File: src/rtl/spi_cmd_pkg.sv
// Shared constants and types for the SPI command engine.
// Assumes a 4-bit register offset space and byte-wide registers.
package spi_cmd_pkg;
    localparam int unsigned DATA_W = 8;
    localparam int unsigned CNT_W  = 4;

    localparam logic [3:0] OFS_OPCODE = 4'h0;
    localparam logic [3:0] OFS_COUNT  = 4'h1;
    localparam logic [3:0] OFS_CTRL   = 4'h2;
    localparam logic [3:0] OFS_STATUS = 4'h3;
    localparam logic [3:0] OFS_DATA   = 4'hC;
    localparam logic [3:0] OFS_PTR    = 4'hD;

    localparam int unsigned CTRL_GO   = 0;
    localparam int unsigned CTRL_PCLR = 4;
    localparam int unsigned STAT_BUSY = 7;

    typedef enum logic [1:0] {
        SQ_IDLE,
        SQ_LAUNCH,
        SQ_WAIT,
        SQ_FINISH
    } seq_state_e;
endpackage

File: src/rtl/spi_cmd_fifo.sv
// Shared payload/response buffer with one host pointer.
// The host side reads and writes at the pointer and advances it.
// The engine side uses its own explicit indices.
// Assumes DEPTH is a power of two and that the host and the engine never write in the same cycle.
module spi_cmd_fifo #(
    parameter int unsigned DEPTH = 8,
    parameter int unsigned W     = 8,
    localparam int unsigned PW   = $clog2(DEPTH)
) (
    input  logic          clk,
    input  logic          rst_n,
    input  logic          clr,
    input  logic          host_wr,
    input  logic          host_rd,
    input  logic [W-1:0]  host_wdata,
    output logic [W-1:0]  host_rdata,
    output logic [PW-1:0] ptr,
    input  logic [PW-1:0] eng_rd_idx,
    output logic [W-1:0]  eng_rd_data,
    input  logic          eng_wr,
    input  logic [PW-1:0] eng_wr_idx,
    input  logic [W-1:0]  eng_wr_data
);
    logic [W-1:0] mem [DEPTH];

    // Host pointer: cleared on request, otherwise it steps on each data-port access.
    always_ff @(posedge clk) begin
        if (!rst_n || clr) begin
            ptr <= '0;
        end else if (host_wr || host_rd) begin
            ptr <= ptr + 1'b1;
        end
    end

    // Storage: one entry per index, written by the host or by the engine.
    for (genvar g = 0; g < DEPTH; g++) begin : g_entry
        always_ff @(posedge clk) begin
            if (!rst_n) begin
                mem[g] <= '0;
            end else if (host_wr && ptr == PW'(g)) begin
                mem[g] <= host_wdata;
            end else if (eng_wr && eng_wr_idx == PW'(g)) begin
                mem[g] <= eng_wr_data;
            end
        end
    end

    assign host_rdata  = mem[ptr];
    assign eng_rd_data = mem[eng_rd_idx];

    AST_PTR_CLEARED: assert property (@(posedge clk) disable iff (!rst_n)
        clr |=> ptr == '0);
endmodule

File: src/rtl/spi_cmd_shifter.sv
// Byte shifter for SPI mode 0, most significant bit first.
// A start pulse loads one byte. The shifter then sends eight SCLK pulses and raises done for one cycle
// after the last falling edge, with rx_byte holding the sampled byte.
// Assumes start arrives only while the shifter is idle.
module spi_cmd_shifter #(
    parameter int unsigned HALF_DIV = 2,
    localparam int unsigned DW = (HALF_DIV > 1) ? $clog2(HALF_DIV) : 1
) (
    input  logic       clk,
    input  logic       rst_n,
    input  logic       start,
    input  logic [7:0] tx_byte,
    input  logic       miso,
    output logic       sclk,
    output logic       mosi,
    output logic       done,
    output logic [7:0] rx_byte
);
    logic          active;
    logic [DW-1:0] div_cnt;
    logic [2:0]    bit_cnt;
    logic [7:0]    txsh;

    // Half-period timing, edge generation, sampling on the rising edge and shifting on the falling edge.
    always_ff @(posedge clk) begin
        if (!rst_n) begin
            active  <= 1'b0;
            div_cnt <= '0;
            bit_cnt <= '0;
            txsh    <= '0;
            rx_byte <= '0;
            sclk    <= 1'b0;
            done    <= 1'b0;
        end else begin
            done <= 1'b0;
            if (start) begin
                active  <= 1'b1;
                div_cnt <= '0;
                bit_cnt <= '0;
                txsh    <= tx_byte;
                sclk    <= 1'b0;
            end else if (active) begin
                if (div_cnt == DW'(HALF_DIV - 1)) begin
                    div_cnt <= '0;
                    if (!sclk) begin
                        sclk    <= 1'b1;
                        rx_byte <= {rx_byte[6:0], miso};
                    end else begin
                        sclk <= 1'b0;
                        if (bit_cnt == 3'd7) begin
                            active <= 1'b0;
                            done   <= 1'b1;
                        end else begin
                            bit_cnt <= bit_cnt + 1'b1;
                            txsh    <= {txsh[6:0], 1'b0};
                        end
                    end
                end else begin
                    div_cnt <= div_cnt + 1'b1;
                end
            end
        end
    end

    assign mosi = txsh[7];

    AST_MOSI_STEADY_ON_RISE: assert property (@(posedge clk) disable iff (!rst_n)
        (sclk && !$past(sclk)) |-> $stable(mosi));
    AST_DONE_WITH_SCLK_LOW: assert property (@(posedge clk) disable iff (!rst_n)
        done |-> !sclk);
endmodule

File: src/rtl/spi_cmd_seq.sv
// Command sequencer. It owns chip select and walks through the bytes of one command:
// the opcode, then the payload from the buffer, then the receive bytes, which are shifted out as zero.
// Kept response bytes go into the buffer right after the payload.
// Assumes the opcode and counts stay unchanged while a command runs.
module spi_cmd_seq
    import spi_cmd_pkg::*;
#(
    parameter int unsigned DEPTH = 8,
    localparam int unsigned PW   = $clog2(DEPTH),
    localparam int unsigned BW   = $clog2(DEPTH + (1 << CNT_W) + 1)
) (
    input  logic             clk,
    input  logic             rst_n,
    input  logic             go,
    input  logic [7:0]       opcode,
    input  logic [CNT_W-1:0] tx_cnt,
    input  logic [CNT_W-1:0] rx_cnt,
    output logic [PW-1:0]    fifo_rd_idx,
    input  logic [7:0]       fifo_rd_data,
    output logic             fifo_wr,
    output logic [PW-1:0]    fifo_wr_idx,
    output logic [7:0]       fifo_wr_data,
    output logic             sh_start,
    output logic [7:0]       sh_byte,
    input  logic             sh_done,
    input  logic [7:0]       sh_rx,
    output logic             cs_n,
    output logic             done
);
    seq_state_e    state;
    logic [BW-1:0] txn, rxn, byte_idx;
    logic [BW-1:0] idx_m1, last_idx, rx_k, store_pos;
    logic [BW-1:0] tx_in;
    logic          drop, is_rx, keep;

    assign tx_in       = BW'(tx_cnt);
    assign idx_m1      = byte_idx - BW'(1);
    assign last_idx    = txn + rxn;
    assign drop        = (txn == '0);
    assign is_rx       = (byte_idx > txn);
    assign rx_k        = byte_idx - txn - BW'(1);
    assign keep        = is_rx && !(drop && rx_k == '0);
    assign store_pos   = txn + rx_k - BW'(drop);
    assign fifo_rd_idx = idx_m1[PW-1:0];

    // Byte-level control: latch the counts, launch each byte, store the kept responses, close the frame.
    always_ff @(posedge clk) begin
        if (!rst_n) begin
            state        <= SQ_IDLE;
            txn          <= '0;
            rxn          <= '0;
            byte_idx     <= '0;
            cs_n         <= 1'b1;
            sh_start     <= 1'b0;
            sh_byte      <= '0;
            fifo_wr      <= 1'b0;
            fifo_wr_idx  <= '0;
            fifo_wr_data <= '0;
            done         <= 1'b0;
        end else begin
            sh_start <= 1'b0;
            fifo_wr  <= 1'b0;
            done     <= 1'b0;
            unique case (state)
                SQ_IDLE: begin
                    if (go) begin
                        txn      <= (tx_in > BW'(DEPTH)) ? BW'(DEPTH) : tx_in;
                        rxn      <= BW'(rx_cnt);
                        byte_idx <= '0;
                        cs_n     <= 1'b0;
                        state    <= SQ_LAUNCH;
                    end
                end
                SQ_LAUNCH: begin
                    sh_start <= 1'b1;
                    if (byte_idx == '0) begin
                        sh_byte <= opcode;
                    end else if (!is_rx) begin
                        sh_byte <= fifo_rd_data;
                    end else begin
                        sh_byte <= '0;
                    end
                    state <= SQ_WAIT;
                end
                SQ_WAIT: begin
                    if (sh_done) begin
                        if (keep) begin
                            fifo_wr      <= 1'b1;
                            fifo_wr_idx  <= store_pos[PW-1:0];
                            fifo_wr_data <= sh_rx;
                        end
                        if (byte_idx == last_idx) begin
                            state <= SQ_FINISH;
                        end else begin
                            byte_idx <= byte_idx + 1'b1;
                            state    <= SQ_LAUNCH;
                        end
                    end
                end
                SQ_FINISH: begin
                    cs_n  <= 1'b1;
                    done  <= 1'b1;
                    state <= SQ_IDLE;
                end
                default: state <= SQ_IDLE;
            endcase
        end
    end

    AST_STORE_AFTER_PAYLOAD: assert property (@(posedge clk) disable iff (!rst_n)
        fifo_wr |-> (byte_idx > txn));
    AST_NO_STORE_OF_DROPPED: assert property (@(posedge clk) disable iff (!rst_n)
        (fifo_wr && txn == '0) |-> (byte_idx > BW'(1)));
endmodule

File: src/rtl/spi_cmd_engine.sv
// Top of the SPI flash command engine.
// It decodes the byte registers, gates every write and data-port access while a command runs,
// and joins the buffer, the sequencer and the shifter.
// Assumes reg_rd is asserted only for a real read access, because a read at 0xC moves the pointer.
module spi_cmd_engine
    import spi_cmd_pkg::*;
#(
    parameter int unsigned FIFO_DEPTH = 8,
    parameter int unsigned HALF_DIV   = 2,
    localparam int unsigned PW        = $clog2(FIFO_DEPTH)
) (
    input  logic       clk,
    input  logic       rst_n,
    input  logic [3:0] reg_addr,
    input  logic       reg_wr,
    input  logic [7:0] reg_wdata,
    input  logic       reg_rd,
    output logic [7:0] reg_rdata,
    output logic       spi_sclk,
    output logic       spi_cs_n,
    output logic       spi_mosi,
    input  logic       spi_miso
);
    logic [7:0]       opcode_q, count_q;
    logic             busy_q;
    logic             wr_ok, ctl_wr, go_start, ptr_clr, dat_wr, dat_rd;
    logic [7:0]       fifo_rdata, eng_rd_data, eng_wr_data, sh_byte, sh_rx;
    logic [PW-1:0]    ptr, eng_rd_idx, eng_wr_idx;
    logic             eng_wr, sh_start, sh_done, seq_done;

    assign wr_ok    = reg_wr && !busy_q;
    assign ctl_wr   = wr_ok && reg_addr == OFS_CTRL;
    assign go_start = ctl_wr && reg_wdata[CTRL_GO];
    assign ptr_clr  = ctl_wr && reg_wdata[CTRL_PCLR];
    assign dat_wr   = wr_ok && reg_addr == OFS_DATA;
    assign dat_rd   = reg_rd && !busy_q && reg_addr == OFS_DATA;

    // Opcode and count registers, which only change while idle.
    always_ff @(posedge clk) begin
        if (!rst_n) begin
            opcode_q <= '0;
            count_q  <= '0;
        end else if (wr_ok) begin
            if (reg_addr == OFS_OPCODE) opcode_q <= reg_wdata;
            if (reg_addr == OFS_COUNT)  count_q  <= reg_wdata;
        end
    end

    // Start bit: set by software, cleared when the sequencer finishes.
    always_ff @(posedge clk) begin
        if (!rst_n) begin
            busy_q <= 1'b0;
        end else if (go_start) begin
            busy_q <= 1'b1;
        end else if (seq_done) begin
            busy_q <= 1'b0;
        end
    end

    // Read multiplexer over the register offsets.
    always_comb begin
        reg_rdata = '0;
        unique case (reg_addr)
            OFS_OPCODE: reg_rdata = opcode_q;
            OFS_COUNT:  reg_rdata = count_q;
            OFS_CTRL:   reg_rdata[CTRL_GO]   = busy_q;
            OFS_STATUS: reg_rdata[STAT_BUSY] = busy_q;
            OFS_DATA:   reg_rdata = fifo_rdata;
            OFS_PTR:    reg_rdata = 8'(ptr);
            default:    reg_rdata = '0;
        endcase
    end

    spi_cmd_fifo #(.DEPTH(FIFO_DEPTH), .W(8)) fifo_i (
        .clk(clk), .rst_n(rst_n), .clr(ptr_clr),
        .host_wr(dat_wr), .host_rd(dat_rd), .host_wdata(reg_wdata),
        .host_rdata(fifo_rdata), .ptr(ptr),
        .eng_rd_idx(eng_rd_idx), .eng_rd_data(eng_rd_data),
        .eng_wr(eng_wr), .eng_wr_idx(eng_wr_idx), .eng_wr_data(eng_wr_data)
    );

    spi_cmd_seq #(.DEPTH(FIFO_DEPTH)) seq_i (
        .clk(clk), .rst_n(rst_n), .go(go_start), .opcode(opcode_q),
        .tx_cnt(count_q[3:0]), .rx_cnt(count_q[7:4]),
        .fifo_rd_idx(eng_rd_idx), .fifo_rd_data(eng_rd_data),
        .fifo_wr(eng_wr), .fifo_wr_idx(eng_wr_idx), .fifo_wr_data(eng_wr_data),
        .sh_start(sh_start), .sh_byte(sh_byte), .sh_done(sh_done), .sh_rx(sh_rx),
        .cs_n(spi_cs_n), .done(seq_done)
    );

    spi_cmd_shifter #(.HALF_DIV(HALF_DIV)) shift_i (
        .clk(clk), .rst_n(rst_n), .start(sh_start), .tx_byte(sh_byte),
        .miso(spi_miso), .sclk(spi_sclk), .mosi(spi_mosi),
        .done(sh_done), .rx_byte(sh_rx)
    );

    AST_CS_ONLY_WHEN_BUSY: assert property (@(posedge clk) disable iff (!rst_n)
        !spi_cs_n |-> busy_q);
    AST_SCLK_LOW_WHEN_DESELECTED: assert property (@(posedge clk) disable iff (!rst_n)
        spi_cs_n |-> !spi_sclk);
    AST_CS_HIGH_AT_END: assert property (@(posedge clk) disable iff (!rst_n)
        (!busy_q && $past(busy_q)) |-> spi_cs_n);
    AST_REGS_FROZEN_BUSY: assert property (@(posedge clk) disable iff (!rst_n)
        (busy_q && $past(busy_q)) |-> ($stable(opcode_q) && $stable(count_q) && $stable(ptr)));
endmodule

File: config.mk
export PLATFORM = sky130hd
export DESIGN_NAME = spi_cmd_engine
export DESIGN_NICKNAME = d
export VERILOG_FILES = /design/src/rtl/spi_cmd_pkg.sv /design/src/rtl/spi_cmd_fifo.sv /design/src/rtl/spi_cmd_shifter.sv /design/src/rtl/spi_cmd_seq.sv /design/src/rtl/spi_cmd_engine.sv
export SDC_FILE = /design/constraint.sdc
export NUM_CORES = 1
export LEC_CHECK = 0
export BUFFER_PORTS_ARGS = -buffer_cell sky130_fd_sc_hd__buf_4
export CAP_MARGIN = 20
export CELL_PAD_IN_SITES_DETAIL_PLACEMENT = 1
export CELL_PAD_IN_SITES_GLOBAL_PLACEMENT = 2
export CORE_ASPECT_RATIO = 1.5
export CORE_MARGIN = 2
export CORE_UTILIZATION = 40
export DETAILED_ROUTE_END_ITERATION = 16
export PLACE_DENSITY_LB_ADDON = 0.1
export SLEW_MARGIN = 20
export SYNTH_ARGS = -nofsm -noshare
export SYNTH_HDL_FRONTEND = slang
export SYNTH_SLANG_ARGS = --single-unit
File: constraint.sdc
create_clock -name clk -period 3.2 [get_ports clk]
set_input_delay 0.16 -clock clk [delete_from_list [all_inputs] [get_ports clk]]
set_output_delay 0.16 -clock clk [all_outputs]
set_load 0.005 [all_outputs]
* Yosys cells after proc, flatten, opt, wreduce, memory -nomap -nowiden
Memory sizes are Yosys's and may differ from the RTL's. A register that Yosys moved wholly into a read port is not among the register bits.
Index checks and enable logic that the tools add are counted.
** Word-level totals
- Flip-flop bits (word level) :: 81
- Memory bits (writable) :: 64
- Output and inout bits :: 11
- Logic and storage cells :: 251
- Memories kept :: 1
** Cells by class
- Add/subtract/negate cells :: 10
- Magnitude comparators :: 2
- Equal/unequal tests :: 28
- Muxes and demuxes :: 109
- Bitwise gates (word level) :: 22
- Reductions and logical operators :: 57
** Memory list
- fifo_i.mem :: depth 8, width 8, read ports 2, clocked after memory_dff 1, write ports 8, RTL line spi_cmd_fifo.sv:24 : logic [W-1:0] mem [DEPTH];
** Operators with widths (number)
- 8-bit two-way mux :: 23
- 1-bit two-way mux :: 71
- 3-bit equality test, second input constant :: 9
- 1-bit logical AND :: 25
- 6-bit case mux with 4 select lines :: 1
- 1-bit bitwise OR :: 16
- 4-bit AND reduction :: 4
- 5-bit zero test :: 3
- 5-bit two-way mux :: 3
- 3-bit by 2-bit equality test with 1-bit output, second input constant :: 4
- 2-bit AND reduction :: 6
- 2-bit nonzero test :: 6
- 5-bit case mux with 2 select lines :: 1
- 4-bit by 2-bit equality test with 1-bit output, second input constant :: 2
- 4-bit equality test, second input constant :: 2
- 2-bit case mux with 4 select lines :: 1
- 3-bit by 1-bit adder with 3-bit output, second input constant :: 2
- 3-bit by 1-bit equality test with 1-bit output, second input constant :: 2
- 3-bit zero test :: 2
- 2-bit two-way mux :: 3
- 3-bit two-way mux :: 2
- 2-bit != test, second input constant :: 3
- 1-bit NOT :: 6
- 3-bit AND reduction :: 2
- other kinds (25) :: 29

* Logic depth before layout (Yosys ltp)
Gate-level depths: netlist of the first run.
- Depth after elaboration :: 9
- Mapped depth :: 11

* By module
A second synthesis of the first run with hierarchy kept.
** Unflattened totals
- Cells, all modules :: 787
- Area total of the unflattened synthesis :: 8533.2 µm²
** By module, submodules not included
- spi_cmd_fifo :: instances 1, cells an instance 331, area each 4330.4 µm²
- spi_cmd_seq :: instances 1, cells an instance 249, area each 2204.6 µm²
- spi_cmd_engine :: instances 1, cells an instance 118, area each 1077.3 µm²
- spi_cmd_shifter :: instances 1, cells an instance 89, area each 920.9 µm²

* Worst setup path after synthesis of the first run
Ideal clock, no wire load.
- Kind :: register -> register
- Start point :: register seq_i.byte_idx[0]
- End point :: register seq_i.sh_byte[0]
- Data arrival time :: 2.479 ns
- Setup slack :: 0.589 ns
- Stages on the path, launching flop included :: 12
- Buffers on the path :: 4
- Period minus slack after synthesis :: 2.611 ns
- Path through :: dfxtp_1 buf_4 buf_2 inv_1 ha_1 buf_2 buf_1 mux4_2 mux2i_1 nor3_1 a21oi_1 a21oi_1
** On the way
- Longest elaborated chain between the ends :: 4
** RTL lines
- from (decl) :: RTL line spi_cmd_seq.sv:31 : logic [BW-1:0] txn, rxn, byte_idx;
- from (signal assigned) :: RTL line spi_cmd_seq.sv:95 : byte_idx <= byte_idx + 1'b1;
- 3-bit by 1-bit subtractor with 3-bit output :: RTL line spi_cmd_seq.sv:37 : assign idx_m1 = byte_idx - BW'(1);
- memory 8 x 8 bit
- 8-bit two-way mux :: RTL line spi_cmd_seq.sv:78 : end else if (!is_rx) begin
- 8-bit two-way mux * :: RTL line spi_cmd_seq.sv:76 : if (byte_idx == '0) begin
- to (signal assigned) :: RTL line spi_cmd_seq.sv:77 : sh_byte <= opcode;
- to (signal assigned) :: RTL line spi_cmd_seq.sv:79 : sh_byte <= fifo_rd_data;
- to (decl) :: RTL line spi_cmd_seq.sv:24 : output logic [7:0] sh_byte,
Every way passes the cells marked *; elsewhere a longest branch is shown, timed or not.
A chain may end at the register's enable or synchronous reset.

* Worst setup path after layout of the first run
- Start point :: register seq_i.txn[0]
- End point :: register seq_i.fifo_wr_idx[2]
** On the way
- Longest elaborated chain between the ends :: 7
** RTL lines
- from (decl) :: RTL line spi_cmd_seq.sv:31
- from (signal assigned) :: RTL line spi_cmd_seq.sv:67 : txn <= (tx_in > BW'(DEPTH)) ? BW'(DEPTH) : tx_in;
- parallel branches: the longest is 7 deep, another holds 5-bit by 4-bit subtractor with 5-bit output
- to (signal assigned) :: RTL line spi_cmd_seq.sv:89 : fifo_wr_idx <= store_pos[PW-1:0];
- to (decl) :: RTL line spi_cmd_seq.sv:21 : output logic [PW-1:0] fifo_wr_idx,
Several ways; the timed one is not identified.

==> metrics, run 1 <==
crit end category=flop; critical-path cell list=inv_1, ha_1, inv_1, fa_1, ha_1, fa_1, xnor2_1, xnor2_1, xnor2_1, o41ai_1; FP Rows=63; Root Driver=clkbuf_16; Critical Path Source Type=flop; Crit Path Max Fanout=5; Slew HR=0.293; CTS tree=done; count of final hold-check violations=0; critical path class=flop to flop; fin util=0.457; setup TNS=0 ps; Required @ worst endpoint=3520 ps; Starting Density=0.405; Die Ht=177 um; maximum clock frequency=0.358 GHz; post-route clock period utilization=0.873; worst r2r dst=seq_i.fifo_wr_idx[2]; gr usage total=0.236; post-DR vias/cell=5.80; crit path time final=2790 ps; area post-placement=8330 um^2; Reg2Reg Depth=10; Mapped Nets=784; H-tree levels=4; Crit path depth=10; diodes inserted=0; Pwr Density=between 400 and 500 nW/um^2; sequential share of the synthesized area=0.454; flop-to-flop setup slack=410 ps; Final WS setup=slightly above 400 ps; Worst Path Buf+Inv=2; DRC viols=0; post-DP HPWL=about 18000 um; max-cap check violation count=0; routed len/inst=roughly 23 um; Reg-to-Reg Start=seq_i.txn[0]; Pre-Repair DR Iteration Count=4; dpl cells=980; Clock Skew=about 11 ps; Post-Syn Area=7940 um^2; PortBufs=27; synthesized area per cell=roughly 11 um^2; Gate Count Post-Synth=741; total core area=19600 um^2; # clock sinks=148; routability cong.=0.834; cell taking the most area after synthesis=edfxtp_1; layout cells sized above 1=0.165; CP endpoint=seq_i.fifo_wr_idx[2]; max-slew violations=0; Synth area leaders=edfxtp_1, dfxtp_1, mux4_2; routed via count=between 5000 and 6000; CP startpoint=seq_i.txn[0]; Tightest Hold Check Type=primary input to flop; final layout net count=783; Worst-Skew Late Latency=about 430 ps; most used cell, CP=xnor2_1; area share of the largest cell type after synthesis=0.242; delay of the slowest critical-path stage=450 ps; yosys warns=0; CP max stage cell=fa_1; Arr. time, crit path=between 3000 and 4000 ps; first-pass GRT wire length=37000 um; Worst Tran Pin Value=~1100 ps; #FFs+latches synth=roughly 150; Crit path max-delay family=adder cells; Post-synth ARST share=0; area of the die=21000 um^2; Filler Cell Count=~2100; number of global-route vias before repair=around 6400; Leak=0.00333 uW; Most used DFF post-synth=dfxtp_1; pre-CTS setup slack=406 ps; Horiz. Die Dim=119 um; status=finished clean; largest net degree at the start of global routing=58; Remaining Overflow, GRT=0; DR iter-0 viols=337; Cell Count, Final, Fillers Out=1013; number of flops mapped to enable cells by yosys=64; post-route ant nets=0; final setup vio count=0; Yosys cell types=about 60; I/O pin cnt=28; Num CTS Buffers=17; Total Wirelength=23700 um; RSZ-0062 raised after global routing=false; CTS Buffer Depth=2; clock-pin slew on the worst setup and hold paths=approximately 60 ps; Peak supply drop=0.000366 V; post-route cell area=8960 um^2; area grow syn2layout=12.9%; antenna violations before repair=0
## flip-flops by register name (all words and copies together), names as in the netlist, 2 cells and up, named ones only
| signal | count |
|---|---|
| seq_i.byte_idx | 5 |
| fifo_i.ptr | 3 |
| seq_i.state | 2 |
| seq_i.rxn | 4 |
| seq_i.fifo_wr_idx | 3 |
| shift_i.bit_cnt | 3 |
| seq_i.txn | 4 |
| shift_i.txsh | 8 |
| seq_i.fifo_wr_data | 8 |
| seq_i.sh_byte | 8 |
| shift_i.rx_byte | 8 |
| fifo_i.mem | 64 |
| opcode_q | 8 |
| count_q | 8 |
## stage by stage
stage	power, uW	hold slack [ps]
after floorplan	2170	296
after global placement	2240	428
after detailed placement	2250	436
after CTS	4350	46.0
after global routing	4440	63.8
final	4310	66.5
## repair_timing
item / in CTS / in global routing
hold buffers: 1 / 0
hold endpoints to repair: 1 / 0
resized for setup: 0 / 0
buffers inserted: 0 / 0
endpoints found under the setup margin: 0 / 0
## cells in the final DEF, fill, tap and decap left out, types with 6 or more instances in the layout
cell type / synthesis / final
and3_1: 10 / 10
dfxtp_1: 84 / 84
o22ai_1: 6 / 6
nand2_1: 57 / 57
a22o_1: 64 / 64
mux2i_1: 40 / 40
a21oi_1: 68 / 68
ha_1: 23 / 23
clkbuf_16: 0 / 17
inv_1: 14 / 13
nand3b_1: 6 / 6
nand2b_1: 9 / 9
nor3_1: 13 / 13
buf_4: 2 / 44
o21ai_0: 27 / 27
nor2_1: 42 / 42
xnor2_1: 11 / 11
edfxtp_1: 64 / 64
mux4_2: 32 / 32
nand3_1: 33 / 33
## metal layers
metal / track usage / vias to the layer above / share of wire
li1: - / 2783 / -
met1: 0.242 / 2957 / 0.37
met2: 0.453 / 90 / 0.56
met3: 0.0362 / 43 / 0.023
met4: 0.128 / 0 / 0.045
met5: 0 / - / 0
## synth_stat cells, types with 9 or more instances
library cell,count
and3_1,10
dfxtp_1,84
xnor2_1,11
a22o_1,64
nand3_1,33
nand2b_1,9
mux4_2,32
nor3_1,13
edfxtp_1,64
a21oi_1,68
mux2i_1,40
nor2_1,42
inv_1,14
o21ai_0,27
nand2_1,57
buf_2,10
clkbuf_1,45
ha_1,23
## where the power goes
| part | total [uW] | switching [uW] | internal (uW) |
|---|---|---|---|
| clock network | 2100 | 810 | 1290 |
| registers | 2030 | 26.8 | 2000 |
| logic | 181 | 113 | 68.2 |
## worst register-to-register path, cell delays in order (launching register included)
cell and delay, ps:
dfxtp_1 420, inv_1 90, ha_1 200, inv_1 90, fa_1 430, ha_1 350, fa_1 450, xnor2_1 190
xnor2_1 160, xnor2_1 80, o41ai_1 220
## final cells by class
cell class,instances,area [um^2],area share
clock buffers,21,470,0.0525
flip-flops and latches,148,3600,0.402
multi-input cells,514,4020,0.449
clock inverters,11,149,0.0166
inverters,14,52.6,0.00586
well taps,260,325,0.0363
repair buffers,45,340,0.0380
## logic make-up (layout without fill, tap and decap cells)
| logic type | after synthesis | after routing | share of synthesized area |
|---|---|---|---|
| compound gates | 198 | 198 | 0.172 |
| mux | 72 | 72 | 0.141 |
| xor+xnor | 17 | 17 | 0.0197 |
| simple gates | 201 | 201 | 0.128 |
| buf+inv | 79 | 91 | 0.0408 |
| fa+ha+maj | 26 | 26 | 0.0438 |
| flops | 148 | 148 | 0.454 |
## how the worst min path moves through the flow
stage | from | endpoint | cells past startpoint
4_1_cts | reg_wdata[1] | opcode_q[1] | 3
3_5_place_dp | spi_miso | shift_i.rx_byte[0] | 3
6_report | reg_wdata[1] | opcode_q[1] | 3
2_1_floorplan | spi_miso | shift_i.rx_byte[0] | 2
3_3_place_gp | spi_miso | shift_i.rx_byte[0] | 3
5_1_grt | reg_wdata[1] | opcode_q[1] | 3
Note: power is estimated with default switching activity, not from simulation.
==> inputs of run 2 (changes only) <==
==> constraint.sdc (replaced) <==
create_clock -name clk -period 3.2 [get_ports clk]
set_input_delay 0.64 -clock clk [delete_from_list [all_inputs] [get_ports clk]]
set_output_delay 0.64 -clock clk [all_outputs]
set_load 0.005 [all_outputs]
==> run 2 against run 1 <==
Sequential power barely moved. Clock power down 6%. Total power decreased by 3.1%. Sequential share of layout area up 0.16 points. Utilization decreased by 0.18 points. Clock skew down 2.8 ps. Die area unchanged. Register-to-register slack improved by 20 ps. Critical path depth is the same.
==> metrics, run 2 (synthesized netlist as in run 1, its figures left out) <==
crit end category=flop; clock-pin slew on the worst setup and hold paths=60 ps (about the same); Reg2Reg Depth=10 (unchanged); Required @ worst endpoint=3520 ps (about the same); Horiz. Die Dim=119 um (unchanged); Peak supply drop=0.000347 V (-5.3%); layout cells sized above 1=0.164 (-0.000218); setup TNS=0 ps (unchanged); CP max stage cell=fa_1; H-tree levels=4 (unchanged); Num CTS Buffers=17 (unchanged); Total Wirelength=23500 um (-0.82%); largest net degree at the start of global routing=57 (-1.7%); Pre-Repair DR Iteration Count=4 (unchanged); total core area=19600 um^2 (unchanged); CP startpoint=seq_i.txn[0]; post-DR vias/cell=5.88 (+1.4%); first-pass GRT wire length=36700 um (-0.93%); Worst Tran Pin Value=1070 ps (+9.36 ps); Root Driver=clkbuf_16; final setup vio count=0 (unchanged); routed len/inst=23.1 um (-0.92%); critical path class=flop to flop; most frequent cells in the layout=dfxtp_1, a21oi_1, a22o_1, edfxtp_1, nand2_1; antenna violations before repair=0 (unchanged); RSZ-0062 raised after global routing=false; number of gates resized after CTS=0 (unchanged); status=finished clean; I/O pin cnt=28 (unchanged); FP Rows=63 (unchanged); fin util=0.455 (-0.00178); worst hold endpoint=seq_i.rxn[3]; PortBufs=27 (unchanged); gr usage total=0.234 (-0.00223); area of the die=21000 um^2 (unchanged); maximum clock frequency=0.360 GHz (+0.69%); most common cell after layout, fill and taps aside=dfxtp_1; max-slew violations=0 (unchanged); Die Ht=177 um (unchanged); flop-to-flop setup slack=420 ps (+20 ps); CTS Buffer Depth=2 (unchanged); max reg flops=64 (unchanged); crit path time final=2780 ps (-19.0 ps); area grow syn2layout=12.4%; routability cong.=0.848 (+1.7%); CTS tree=done; count of final hold-check violations=0 (unchanged); critical-path cell list=inv_1, ha_1, inv_1, fa_1, ha_1, fa_1, xnor2_1, xnor2_1, xnor2_1, o41ai_1; routed via count=5960 (+1.5%); # hold bufs at CTS=0 (-1); delay of the slowest critical-path stage=440 ps (about the same); Worst-Skew Late Latency=430 ps (about the same); postcts setup bufs=0 (unchanged); # clock sinks=148 (unchanged); Leak=0.00332 uW (-0.43%); most used cell, CP=xnor2_1; Slew HR=0.286 (-0.00627); Arr. time, crit path=3100 ps (-20 ps); worst r2r dst=seq_i.fifo_wr_idx[2]; Reg-to-Reg Start=seq_i.txn[0]; DR iter-0 viols=235 (-30%); max-cap check violation count=0 (unchanged); Crit Path Max Fanout=5 (unchanged); post-route ant nets=0 (unchanged); number of global-route vias before repair=6446 (+1.1%); Clock Skew=8.42 ps (-2.84 ps); post-route clock period utilization=0.867 (-0.00595); hold path start=seq_i.rxn[3]; Pwr Density=468 nW/um^2 (-2.7%); post-DP HPWL=18100 um (-0.25%); Largest Register=fifo_i.mem; Remaining Overflow, GRT=0 (unchanged); DRC viols=0 (unchanged); diodes inserted=0 (unchanged); Tightest Hold Check Type=flop to flop; final layout net count=784 (+0.13%); Starting Density=0.405 (unchanged); Critical Path Source Type=flop; hold path depth=2 (-1)
run 2: cell count changes in the layout (fill, tap and decap cells not counted), sizes merged:
cell         previous run  this run
clkbuf                 21        26
bufinv                  3         1
clkinvlp                0         1
buf                    44        46
dlygate4sd3             1         0
clkinv                  7         3
run 2: layer usage:
layer,up-vias,share of wire,global-route usage
li1,2780,-,-
met1,3031,0.36,0.234
met2,102,0.56,0.451
met3,47,0.026,0.0417
met4,0,0.046,0.126
met5,-,0,0
run 2: worst max-delay path: cells and delay by family (launching register included):
family                   cells  cell delay [ps]
AO/OA/AOI/OAI                1              240
flip-flops                   1              410
buffers and inverters        2              170
adder cells (fa/ha/maj)      4             1430
XOR/XNOR                     3              410
run 2: worst max path at each step:
stage,end,slack (ps),cells past startpoint
finish,seq_i.fifo_wr_idx[2],420,10
global route,seq_i.fifo_wr_idx[2],260,10
CTS,reg_rdata[0],380,5
detailed placement,seq_i.fifo_wr_idx[2],420,10
global placement,seq_i.fifo_wr_idx[2],530,10
floorplan,seq_i.sh_byte[0],590,11
run 2: layout make-up:
cell class | count | area [um^2]
Clock inverter | 6 | 66.3
Timing Repair Buffer | 46 | 345
Clock buffer | 26 | 513
Inverter | 14 | 52.6
Fill cell | 2078 | 10700
Tap cell | 260 | 325
Sequential cell | 148 | 3600
Multi-Input combinational cell | 514 | 4020
run 2: where the power goes:
part / switching [uW] / leakage, uW / total, uW / internal [uW]
clock: 783 / 0.000287 / 1970 / 1190
combinational: 116 / 0.00169 / 183 / 66.6
sequential: 23.1 / 0.00134 / 2030 / 2000
run 2: through the flow:
step,std cells,worst slack (ps),hold slack (ps),power [uW],instance area [um^2]
2_1_floorplan,741,589,437,2170,7940
3_3_place_gp,982,532,453,2240,8350
3_5_place_dp,982,420,466,2250,8350
4_1_cts,1014,377,475,4220,8930
5_1_grt,1014,258,501,4300,8930
6_report,1014,424,474,4180,8930
